[src/rtl/mac_pkg.sv]
package mac_pkg;
    typedef enum logic [1:0] {
        MW_FULL = 2'b00,
        MW_WORD = 2'b01,
        MW_HALF = 2'b10,
        MW_ALT  = 2'b11
    } mac_width_e;

    typedef struct packed {
        logic       sub;
        mac_width_e width;
    } mac_op_t;
endpackage

[src/rtl/mac_opnd_prep.sv]
module mac_opnd_prep
    import mac_pkg::*;
#(
    parameter int XLEN = 64
) (
    input  mac_width_e        width,
    input  logic [XLEN-1:0]   src1,
    input  logic [XLEN-1:0]   src2,
    output logic [XLEN-1:0]   mul_a,
    output logic [XLEN-1:0]   mul_b
);
    localparam int HW = 16;

    always_comb begin
        if (width == MW_HALF) begin
            mul_a = {{(XLEN-HW){src1[HW-1]}}, src1[HW-1:0]};
            mul_b = {{(XLEN-HW){src2[HW-1]}}, src2[HW-1:0]};
        end else begin
            mul_a = src1;
            mul_b = src2;
        end
    end
endmodule

[src/rtl/mac_iter_mul.sv]
module mac_iter_mul #(
    parameter int XLEN = 64,
    parameter int STEP = 8
) (
    input  logic            clk,
    input  logic            rst_n,
    input  logic            start,
    input  logic [XLEN-1:0] opa,
    input  logic [XLEN-1:0] opb,
    output logic            fin,
    output logic [XLEN-1:0] prod
);
    localparam int ITER = XLEN / STEP;
    localparam int CW   = $clog2(ITER + 1);

    typedef struct packed {
        logic            run;
        logic            fin;
        logic [CW-1:0]   cnt;
        logic [XLEN-1:0] mcand;
        logic [XLEN-1:0] mplier;
        logic [XLEN-1:0] prod;
    } mul_st_t;

    mul_st_t st_d, st_q;
    logic [XLEN-1:0] pp;

    always_comb begin
        st_d     = st_q;
        st_d.fin = 1'b0;
        pp       = st_q.mcand * XLEN'(st_q.mplier[STEP-1:0]);
        if (start) begin
            st_d.run    = 1'b1;
            st_d.cnt    = CW'(ITER);
            st_d.mcand  = opa;
            st_d.mplier = opb;
            st_d.prod   = '0;
        end else if (st_q.run) begin
            st_d.prod   = st_q.prod + pp;
            st_d.mcand  = st_q.mcand << STEP;
            st_d.mplier = st_q.mplier >> STEP;
            st_d.cnt    = st_q.cnt - 1'b1;
            if (st_q.cnt == CW'(1)) begin
                st_d.run = 1'b0;
                st_d.fin = 1'b1;
            end
        end
    end

    always_ff @(posedge clk or negedge rst_n) begin
        if (!rst_n) st_q <= '0;
        else        st_q <= st_d;
    end

    assign fin  = st_q.fin;
    assign prod = st_q.prod;

    // completion from the multiplier lasts one cycle
    a_r7_fin_single: assert property (@(posedge clk) disable iff (!rst_n)
        st_q.fin |=> !st_q.fin);
    // no new operand load while iterating
    a_r8_no_restart: assert property (@(posedge clk) disable iff (!rst_n)
        start |-> !st_q.run);
endmodule

[src/rtl/mac_result_fmt.sv]
module mac_result_fmt
    import mac_pkg::*;
#(
    parameter int XLEN = 64
) (
    input  mac_op_t         op,
    input  logic [XLEN-1:0] acc,
    input  logic [XLEN-1:0] prod,
    output logic [XLEN-1:0] res
);
    localparam int WW = 32;
    logic [XLEN-1:0] raw;

    always_comb begin
        raw = op.sub ? (acc - prod) : (acc + prod);
        if (op.width == MW_WORD || op.width == MW_HALF)
            res = {{(XLEN-WW){raw[WW-1]}}, raw[WW-1:0]};
        else
            res = raw;
    end
endmodule

[src/rtl/mac_unit.sv]
module mac_unit
    import mac_pkg::*;
#(
    parameter int XLEN = 64,
    parameter int STEP = 8
) (
    input  logic            clk,
    input  logic            rst_n,
    input  logic            req_valid,
    output logic            req_ready,
    input  logic [2:0]      req_op,
    input  logic [XLEN-1:0] req_acc,
    input  logic [XLEN-1:0] req_src1,
    input  logic [XLEN-1:0] req_src2,
    output logic [XLEN-1:0] res_data,
    output logic            res_done
);
    typedef struct packed {
        logic            busy;
        logic            done;
        mac_op_t         op;
        logic [XLEN-1:0] acc;
        logic [XLEN-1:0] res;
    } top_st_t;

    top_st_t st_d, st_q;
    mac_op_t req_op_t;
    logic    accept;
    logic    mul_fin;
    logic [XLEN-1:0] mul_a, mul_b, mul_prod, fmt_res;

    assign req_op_t = mac_op_t'(req_op);
    assign accept   = req_valid && !st_q.busy;

    mac_opnd_prep #(.XLEN(XLEN)) i_prep (
        .width (req_op_t.width),
        .src1  (req_src1),
        .src2  (req_src2),
        .mul_a (mul_a),
        .mul_b (mul_b)
    );

    mac_iter_mul #(.XLEN(XLEN), .STEP(STEP)) i_mul (
        .clk   (clk),
        .rst_n (rst_n),
        .start (accept),
        .opa   (mul_a),
        .opb   (mul_b),
        .fin   (mul_fin),
        .prod  (mul_prod)
    );

    mac_result_fmt #(.XLEN(XLEN)) i_fmt (
        .op   (st_q.op),
        .acc  (st_q.acc),
        .prod (mul_prod),
        .res  (fmt_res)
    );

    always_comb begin
        st_d      = st_q;
        st_d.done = 1'b0;
        if (accept) begin
            st_d.busy = 1'b1;
            st_d.op   = req_op_t;
            st_d.acc  = req_acc;
        end else if (st_q.busy && mul_fin) begin
            st_d.busy = 1'b0;
            st_d.done = 1'b1;
            st_d.res  = fmt_res;
        end
    end

    always_ff @(posedge clk or negedge rst_n) begin
        if (!rst_n) st_q <= '0;
        else        st_q <= st_d;
    end

    assign req_ready = !st_q.busy;
    assign res_data  = st_q.res;
    assign res_done  = st_q.done;

    a_r7_done_single: assert property (@(posedge clk) disable iff (!rst_n)
        res_done |=> !res_done);
    a_r8_busy_after_accept: assert property (@(posedge clk) disable iff (!rst_n)
        (req_valid && req_ready) |=> !req_ready);
    a_r8_ready_at_done: assert property (@(posedge clk) disable iff (!rst_n)
        res_done |-> req_ready);
    a_r9_hold: assert property (@(posedge clk) disable iff (!rst_n)
        !res_done |-> $stable(res_data));
    a_r4_narrow_sext: assert property (@(posedge clk) disable iff (!rst_n)
        (res_done && (st_q.op.width == MW_WORD || st_q.op.width == MW_HALF))
        |-> (res_data[XLEN-1:32] == {(XLEN-32){res_data[31]}}));
endmodule

[config.mk]
export PLATFORM = sky130hd
export DESIGN_NAME = mac_unit
export DESIGN_NICKNAME = d
export VERILOG_FILES = /design/src/rtl/mac_pkg.sv /design/src/rtl/mac_opnd_prep.sv /design/src/rtl/mac_iter_mul.sv /design/src/rtl/mac_result_fmt.sv /design/src/rtl/mac_unit.sv
export SDC_FILE = /design/constraint.sdc
export NUM_CORES = 2
export LEC_CHECK = 0
export BUFFER_PORTS_ARGS = -buffer_cell sky130_fd_sc_hd__buf_2
export CORE_MARGIN = 8
export CORE_UTILIZATION = 64
export DETAILED_ROUTE_END_ITERATION = 10
export PLACE_DENSITY = 0.83
export SYNTH_ARGS = -nofsm -noshare
export SYNTH_HDL_FRONTEND = slang
export SYNTH_SLANG_ARGS = --single-unit
[constraint.sdc]
create_clock -name clk -period 11.1 [get_ports clk]
set_input_delay 1.11 -clock clk [delete_from_list [all_inputs] [get_ports clk]]
set_output_delay 1.11 -clock clk [all_outputs]
set_load 0.03 [all_outputs]
==> flow_summary_export.csv <==
group,metric,value,unit
timing,setup_viol,0,
timing,finalCritPeriodShare,63.9,%
timing,rsz0062_at_grt,"false",
place,place.gp.congestion,0.957,
timing,final.setup_skew,30.6,ps
timing,report.final.slew_viol_count,0,
place,numPortBuffers,263,
logic_synthesis,netlist_area,36400,sq um
place,dpl_cell_area,37300,sq um
run_status,status,"finished clean",
timing,finalHoldViolCount,0,
logic_synthesis,ys_top_cells_by_area,"dfrtp_1 23%, fa_1 23%, nand2_1 5.8%, and2_1 5.8%, inv_1 5.6%",
logic_synthesis,yosys.area.top_type,"dfrtp_1",
drt,drcViolationCount,0,
logic_synthesis,synth_top_area_share,22.8,%
drt,vias,29400,
layout,n_antenna_cell,0,
global_route,grt_pass1_vias,30500,
logic_synthesis,synth_area_per_cell,8.69,sq um
worst_setup_path,rr_startpoint,"i_mul.st_q[64]",
logic_synthesis,seq_area_frac_synth,22.8,%
cts,cts_tree,"yes",
logic_synthesis,synth_seq_cells,331,
floorplan,core-area,56300,sq um
worst_setup_path,end_kind,"flop",
worst_setup_path,worstPathArrival,7540,ps
layout,fin_area,38600,sq um
drt,drt-total-wl,99300,um
layout,syn2layout_area_growth,6.19,%
logic_synthesis,async_flop_share,100,%
cts,cts_made_buffers,38,
timing,fmax,141,MHz
drt,drt-initial-drc-count,2196,
cts,cts.hold.buffers_added,0,
cts,clk_path_buf_depth,3,
global_route,grt.overflow.total,0,
drt,drt_pass1_iterations,6,
global_route,grt_pass1_wl,161000,um
logic_synthesis,synth_edf_count,0,
logic_synthesis,ys.flop_type,"dfrtp_1",
hold_path,min_path_type,"reg2reg",
cts,path_clk_slew,60,ps
worst_setup_path,critPathKind,"reg2reg",
hold_path,holdCritStartpoint,"res_data[35]",
cts,ctsResizeCount,0,
cts,worstSkewPairLatency,580,ps
timing,tightest_slew,1170,ps
cts,htree_num_levels,2,
worst_setup_path,cp_data_required_time,11540,ps
timing,period_minus_slack,7100,ps
worst_setup_path,crit_start,"i_mul.st_q[64]",
drt,via_per_inst,5.93,
timing,fin_tns_setup,0,ps
global_route,grtUsageTotal,30.9,%
worst_setup_path,crit_path_max_fanout,64,
global_route,antenna_found_initial,2,
layout,nNetsFinal,4920,
logic_synthesis,syn-num-nets,4931,
logic_synthesis,syn_inst,4183,
global_route,grt_max_degree,165,
worst_setup_path,critPathLaunchType,"flop",
floorplan,rows,87,
floorplan,die_area,64700,sq um
drt,wire_per_inst,20.0,um
floorplan,initial_core_util,64.6,%
floorplan,io_pins,264,
logic_synthesis,synth_cell_type_count,83,
cts,cts_num_sinks,331,
cts,post_cts_buffers,0,
run,maxCapViolCount,0,
floorplan,die_y,254,um
logic_synthesis,yosys_warnings,0,
place,dp_hpwl,76500,um
cts,cts_root_buf,"clkbuf_16",
timing,max-slew-margin-rel,22.2,%
floorplan,fp.dieW,254,um
drt,postRouteAntennaNets,0,
layout,drive_above_1_share,9.28,%
-- cells in the final DEF (no fill, tap or decap), types with 66 or more instances in the layout --
cell	Yosys	routed
nand2_1	560	558
inv_1	538	538
fa_1	411	411
and2_1	335	335
dfrtp_1	331	327
a21oi_1	284	284
buf_2	6	262
mux2i_1	165	165
o21ai_0	161	161
nor2_1	162	160
xnor2_1	149	149
ha_1	139	139
a211oi_1	106	106
a21o_1	66	66
-- worst paths after layout --
kind,to,depth (start not counted),slack (ps)
setup reg to reg,i_mul.prod[61],21,4000
min in group asynchronous,st_q[81],1,570
hold / removal,res_data[35],2,470
setup / recovery,i_mul.prod[61],21,4000
max in group asynchronous,i_mul.st_q[65],2,9010
hold reg to reg,res_data[35],2,470
-- state kept, by name, summed over array words and instances (netlist names) --
| register | count |
|---|---|
| res_done | 1 |
| i_mul.prod | 64 |
| st_q | 68 |
| res_data | 64 |
| i_mul.fin | 1 |
| i_mul.st_q | 133 |
-- metrics by stage --
| step | util [%] | cells | hold slack [ps] | worst slack [ps] |
|---|---|---|---|---|
| floorplan | - | 4183 | 440 | 5410 |
| global placement | 66.3 | 4888 | 452 | 4340 |
| detailed placement | 66.3 | 4888 | 461 | 4140 |
| CTS | 68.6 | 4957 | 475 | 4120 |
| global route | 68.6 | 4957 | 498 | 3670 |
| finish | 68.6 | 4957 | 474 | 4000 |
-- area by class of cell --
cell class,instances,area (sq um)
fill,4626,17700
clock buffer,52,1080
clock inverter,17,211
sequential,331,8290
multi-input combinational,2976,24500
inverter,538,2020
timing repair buffer,287,1530
tap,756,946
-- worst max-delay path: stages, from the launching register on --
cell,delay (ps)
dfrtp_2,360
buf_4,600
nand2_1,170
fa_1,540
inv_1,50
fa_1,480
fa_1,540
inv_1,50
fa_1,490
inv_1,50
ha_1,310
a21oi_1,250
o21ai_0,200
o21ai_0,400
a21oi_2,200
a311oi_1,810
o21ai_0,370
a21o_1,280
a221oi_1,370
xnor2_1,120
mux2i_1,170
nor2_1,60
-- logic make-up after synthesis --
family	count (synthesis)	synth area share, %
flip-flops	331	22.8
adder cells (fa/ha/maj)	550	27.4
AO/OA/AOI/OAI	790	13.5
XOR/XNOR	189	4.57
buffers and inverters	876	9.87
multiplexers	168	4.63
AND/OR/NAND/NOR	1279	17.2
-- routing by layer --
layer  track usage (%)  up-vias  share of wire, %
met5                 0        -                 0
met4              14.8        0               5.1
met3              3.44      293               5.3
met2              53.6     1022                50
met1              38.5    14600                39
li1                  -    13400                 -
-- Yosys cell counts (65+ instances only) --
cell / n
a211oi_1: 106
dfrtp_1: 331
xnor2_1: 149
nand2_1: 560
and2_1: 335
o21ai_0: 161
clkbuf_1: 201
inv_1: 538
fa_1: 411
a21oi_1: 284
ha_1: 139
a21o_1: 66
nor2_1: 162
mux2i_1: 165
buf_4: 65
Power is left out: the tool's default activity adds up to more than one toggle a clock period on the data nets, which glitch-free logic cannot reach.
